[src/rtl/scsi_cmd_pkg.sv]
package scsi_cmd_pkg;

    typedef enum logic [1:0] {
        MODE_DISC = 2'd0,
        MODE_INIT = 2'd1,
        MODE_TARG = 2'd2
    } conn_mode_e;

    localparam int CMD_W     = 8;
    localparam int CODE_W    = CMD_W - 1;
    localparam int GRP_LSB   = 4;
    localparam int GRP_W     = 3;

    localparam logic [GRP_W-1:0] GRP_MISC = 3'd0;
    localparam logic [GRP_W-1:0] GRP_INIT = 3'd1;
    localparam logic [GRP_W-1:0] GRP_TARG = 3'd2;
    localparam logic [GRP_W-1:0] GRP_DISC = 3'd4;

    localparam int ISR_W     = 8;
    localparam int ISR_DC    = 5;
    localparam int ISR_IL    = 6;
    localparam int ISR_RST   = 7;

endpackage

[src/rtl/scsi_cmd_classify.sv]
module scsi_cmd_classify
    import scsi_cmd_pkg::*;
#(
    parameter logic [CODE_W-1:0] MSGACC_CODE = 7'h12
) (
    input  logic [CODE_W-1:0] code,
    input  conn_mode_e        mode,
    output logic              legal,
    output logic              is_msgacc
);
    logic [GRP_W-1:0] grp;

    assign grp = code[GRP_LSB +: GRP_W];

    always_comb begin
        legal = 1'b0;
        if (grp == GRP_MISC) begin
            legal = 1'b1;
        end else begin
            unique case (mode)
                MODE_DISC: legal = (grp == GRP_DISC);
                MODE_INIT: legal = (grp == GRP_INIT);
                MODE_TARG: legal = 1'b0;
                default:   legal = 1'b0;
            endcase
        end
    end

    assign is_msgacc = (code == MSGACC_CODE);

endmodule

[src/rtl/scsi_conn_fsm.sv]
module scsi_conn_fsm
    import scsi_cmd_pkg::*;
(
    input  logic       clk,
    input  logic       rst_n,
    input  logic       bus_rst,
    input  logic       msgacc_ok,
    input  logic       lun_abort,
    input  logic       sel_done,
    input  logic       sel_present,
    input  logic       tgt_sel,
    output conn_mode_e mode,
    output logic       dc_set
);
    conn_mode_e state_q;
    conn_mode_e state_d;

    always_ff @(posedge clk or negedge rst_n) begin
        if (!rst_n) state_q <= MODE_DISC;
        else        state_q <= state_d;
    end

    always_comb begin
        state_d = state_q;
        dc_set  = 1'b0;
        if (bus_rst) begin
            state_d = MODE_DISC;
        end else if (msgacc_ok || lun_abort) begin
            state_d = MODE_DISC;
            dc_set  = 1'b1;
        end else begin
            unique case (state_q)
                MODE_DISC: begin
                    if (sel_done) begin
                        if (sel_present) state_d = MODE_INIT;
                        else             dc_set  = 1'b1;
                    end else if (tgt_sel) begin
                        state_d = MODE_TARG;
                    end
                end
                MODE_INIT: state_d = MODE_INIT;
                MODE_TARG: state_d = MODE_TARG;
                default:   state_d = MODE_DISC;
            endcase
        end
    end

    assign mode = state_q;

endmodule

[src/rtl/scsi_isr_latch.sv]
module scsi_isr_latch
    import scsi_cmd_pkg::*;
(
    input  logic             clk,
    input  logic             rst_n,
    input  logic [ISR_W-1:0] set_bits,
    input  logic             rd_clr,
    output logic [ISR_W-1:0] isr
);
    logic [ISR_W-1:0] isr_q;

    always_ff @(posedge clk or negedge rst_n) begin
        if (!rst_n) isr_q <= '0;
        else        isr_q <= (rd_clr ? '0 : isr_q) | set_bits;
    end

    assign isr = isr_q;

endmodule

[src/rtl/scsi_cmd_gate.sv]
module scsi_cmd_gate
    import scsi_cmd_pkg::*;
#(
    parameter logic [CODE_W-1:0] MSGACC_CODE = 7'h12
) (
    input  logic              clk,
    input  logic              rst_n,
    input  logic              cmd_wr,
    input  logic [CMD_W-1:0]  cmd_wdata,
    input  logic              isr_rd,
    input  logic              sel_done,
    input  logic              sel_present,
    input  logic              tgt_sel,
    input  logic              lun_abort,
    input  logic              bus_rst,
    output logic [CMD_W-1:0]  cmd_q,
    output logic              disp_stb,
    output logic [CODE_W-1:0] disp_code,
    output logic              dma_mode,
    output logic [1:0]        conn_mode,
    output logic [ISR_W-1:0]  isr_q,
    output logic              irq
);
    conn_mode_e       mode;
    logic             legal;
    logic             is_msgacc;
    logic             accept;
    logic             reject;
    logic             dc_set;
    logic [ISR_W-1:0] set_bits;

    scsi_cmd_classify #(.MSGACC_CODE(MSGACC_CODE)) u_class (
        .code      (cmd_wdata[CODE_W-1:0]),
        .mode      (mode),
        .legal     (legal),
        .is_msgacc (is_msgacc)
    );

    assign accept = cmd_wr && legal;
    assign reject = cmd_wr && !legal;

    scsi_conn_fsm u_fsm (
        .clk         (clk),
        .rst_n       (rst_n),
        .bus_rst     (bus_rst),
        .msgacc_ok   (accept && is_msgacc),
        .lun_abort   (lun_abort),
        .sel_done    (sel_done),
        .sel_present (sel_present),
        .tgt_sel     (tgt_sel),
        .mode        (mode),
        .dc_set      (dc_set)
    );

    always_comb begin
        set_bits          = '0;
        set_bits[ISR_IL]  = reject;
        set_bits[ISR_DC]  = dc_set;
        set_bits[ISR_RST] = bus_rst;
    end

    scsi_isr_latch u_isr (
        .clk      (clk),
        .rst_n    (rst_n),
        .set_bits (set_bits),
        .rd_clr   (isr_rd),
        .isr      (isr_q)
    );

    always_ff @(posedge clk or negedge rst_n) begin
        if (!rst_n) begin
            cmd_q     <= '0;
            disp_stb  <= 1'b0;
            disp_code <= '0;
            dma_mode  <= 1'b0;
        end else begin
            disp_stb <= accept;
            if (cmd_wr) cmd_q <= cmd_wdata;
            if (accept) begin
                disp_code <= cmd_wdata[CODE_W-1:0];
                dma_mode  <= cmd_wdata[CMD_W-1];
            end
        end
    end

    assign conn_mode = mode;
    assign irq       = |isr_q;

endmodule

[config.mk]
export PLATFORM = sky130hd
export DESIGN_NAME = scsi_cmd_gate
export DESIGN_NICKNAME = d
export VERILOG_FILES = /design/src/rtl/scsi_cmd_pkg.sv /design/src/rtl/scsi_cmd_classify.sv /design/src/rtl/scsi_conn_fsm.sv /design/src/rtl/scsi_isr_latch.sv /design/src/rtl/scsi_cmd_gate.sv
export SDC_FILE = /design/constraint.sdc
export NUM_CORES = 1
export LEC_CHECK = 0
export BUFFER_PORTS_ARGS = -buffer_cell sky130_fd_sc_hd__buf_2
export CORE_ASPECT_RATIO = 1.2
export CORE_MARGIN = 2
export CORE_UTILIZATION = 44
export CTS_CLUSTER_SIZE = 25
export DETAILED_ROUTE_END_ITERATION = 6
export PLACE_DENSITY = 0.76
export SYNTH_ARGS = -nofsm -noshare
export SYNTH_HDL_FRONTEND = slang
export SYNTH_SLANG_ARGS = --single-unit
[constraint.sdc]
create_clock -name clk -period 1.9 [get_ports clk]
set_input_delay 0.38 -clock clk [delete_from_list [all_inputs] [get_ports clk]]
set_output_delay 0.38 -clock clk [all_outputs]
set_load 0.1 [all_outputs]
==> impl_metrics.yaml <==
sta:
  period_share: 0.924
  grt_setup_unrepaired: "false"
  finalSetupTns_ns: 0
  timing.final.ws_setup_ns: 0.144
  finalSetupViolCount: 0
  hold_viol: 0
  finalMaxSlewViolations: 0
  period_needed_ns: 1.76
  clock_skew_ns: 0.00946
  max_freq_mhz: 570
placed_design:
  portBuffers: 39
  gp_congestion: 0.679
  dp_hpwl_um: 1410
  dpl_worst_slack_ns: 0.265
  placed_cell_area_mm2: 0.00119
detailed_routing:
  vias: 683
  drtAntennaViolNets: 0
  wl_um: 1850
  drtPass1Iterations: 4
  drc: 0
  drt_iter0_drc: 9
  vias_per_cell: 4.84
  routedWlPerCell_um: 13.1
grt:
  grt_max_degree: 23
  grt_pass1_vias: 678
  grt_usage: 0.155
  grt_pass1_wl_um: 2990
  antenna_found_initial: 0
  overflow: 0
synthesis:
  syn_area_um2: 985
  yosys_warnings: 0
  synthCells: 70
  synth_top_area_share: 0.559
  yosys.area.top_type: "dfrtp_1"
  ys_seq_area_frac: 0.559
  syn_avg_cell_area_um2: 14.1
  synth-seq-cells: 22
  synth_top_cells_by_area: "dfrtp_1 (56%), mux2_2 (10%), mux2_4 (9.1%), buf_4 (3.8%), buf_6 (2.3%)"
  yosysUniqueCellTypes: 24
finish:
  drive_above_1_share: 0.586
  nets: 129
  area_delta_synth_final_pct: 25.9
  stdcell_area_mm2: 0.00124
  antenna_cells: 0
floorplanning:
  die_h_um: 55.8
  start_util: 0.470
  fp.dieW_um: 47.2
  io_pins: 45
  rows: 18
  core-area_mm2: 0.00209
  die_area_mm2: 0.00263
cts:
  cts_buffer_depth: 2
  cts_htree_levels: 1
  cts_buffers: 3
  clk_latency_ns: 0.30
  cts_resized: 0
  cts_hold_buf: 0
  clk_pin_slew_ns: 0.12
  cts-root-buf: "clkbuf_4"
  cts.sinks: 22
  cts_tree: "done"
  post_cts_buffers: 0
critical_path:
  cp-end-kind: "output port"
  rrSetupSlack_ns: 0.46
  cp_max_fo: 3
  critPathArrivalTime_ns: 1.38
  crit_required_ns: 1.52
  start_kind: "flip-flop"
  path_class: "reg -> out"
  r2r_cells: 4
power_and_ir_drop:
  peakVddDrop_mv: 0.654
  power.leakage_nw: 0.627
  powerDensity_mw_per_mm2: 1300
  power_mw: 1.61
run:
  drv_cap: 0
run_status:
  status: "completed"
worst_hold_path:
  hold_path.class: "in -> async"
[worst max-delay path, cell delays in order (launching register included)]
cell and delay (ns):
dfrtp_1 0.41, or3_4 0.38, buf_2 0.30
[state kept, by name, summed over array words and instances, names as in the netlist]
name and flops:
dma_mode 1, disp_stb 1, u_fsm.mode 2, cmd_q 8, disp_code 7, u_isr.isr 3
[metrics by stage]
stage	hold WS (ns)	std cells	utilization
after floorplan	0.0844	74	-
after global placement	0.354	137	0.567
after detailed placement	0.362	137	0.567
after CTS	0.0210	141	0.592
after global routing	0.0300	141	0.592
final	0.00779	141	0.592
[cells by family after synthesis]
group / Yosys count / share of synthesized area
other: 1 / 0.00381
DFF: 22 / 0.559
and+or+nand+nor: 11 / 0.0813
muxes: 16 / 0.205
AOI/OAI and AO/OA: 10 / 0.0788
buffers and inverters: 10 / 0.0724
[report_power, final]
group	leakage, nW	total, mW	internal (mW)	switching [mW]
Clock	0.0279	0.346	0.213	0.133
Sequential	0.262	0.560	0.527	0.0327
Combinational	0.338	0.703	0.126	0.576
Total	0.627	1.61	0.866	0.742
[cell usage in the layout, fill, tap and decap left out, drive strengths merged, types with 2 or more instances in the layout]
cell and n:
nor4 2, conb 5, buf 40, mux2 15, a21o 2, inv 3
dfrtp 22, clkbuf 3, a21oi 4, nor4b 3
[final cells by class]
cell class / count / area [um2]
well taps: 30 / 37.5
inverters: 3 / 11.3
fillers: 191 / 855
flip-flops and latches: 22 / 553
multi-input cells: 42 / 383
clock inverters: 1 / 30.0
clock buffers: 3 / 22.5
repair buffers: 40 / 203
[worst paths after layout]
kind                                from             to
setup reg to reg           u_fsm.mode[1]   disp_code[4]
hold reg to reg             disp_code[5]   disp_code[5]
hold / removal                     rst_n       dma_mode
setup / recovery            u_isr.isr[6]            irq
max in group asynchronous          rst_n  u_fsm.mode[0]
min in group clk               lun_abort  u_fsm.mode[1]
[cells in the mapped netlist, drive strengths merged]
cell	instances
inv	3
and2	1
o21a	1
buf	7
mux2i	1
or3	1
o21bai	1
o31ai	1
a21oi	4
nor4b	3
dfrtp	22
nor3b	1
nand3b	1
nor4	2
mux2	15
a21o	2
nor2	1
conb	1
o311ai	1
nand2	1
[per-layer routing]
metal | track usage | wire length [um] | up-vias
li1 | - | - | 319
met1 | 0.190 | 774 | 336
met2 | 0.258 | 978 | 26
met3 | 0.0195 | 73 | 2
met4 | 0.0714 | 21 | 0
met5 | 0 | 0 | -
Note: power is estimated with default switching activity, not from simulation.
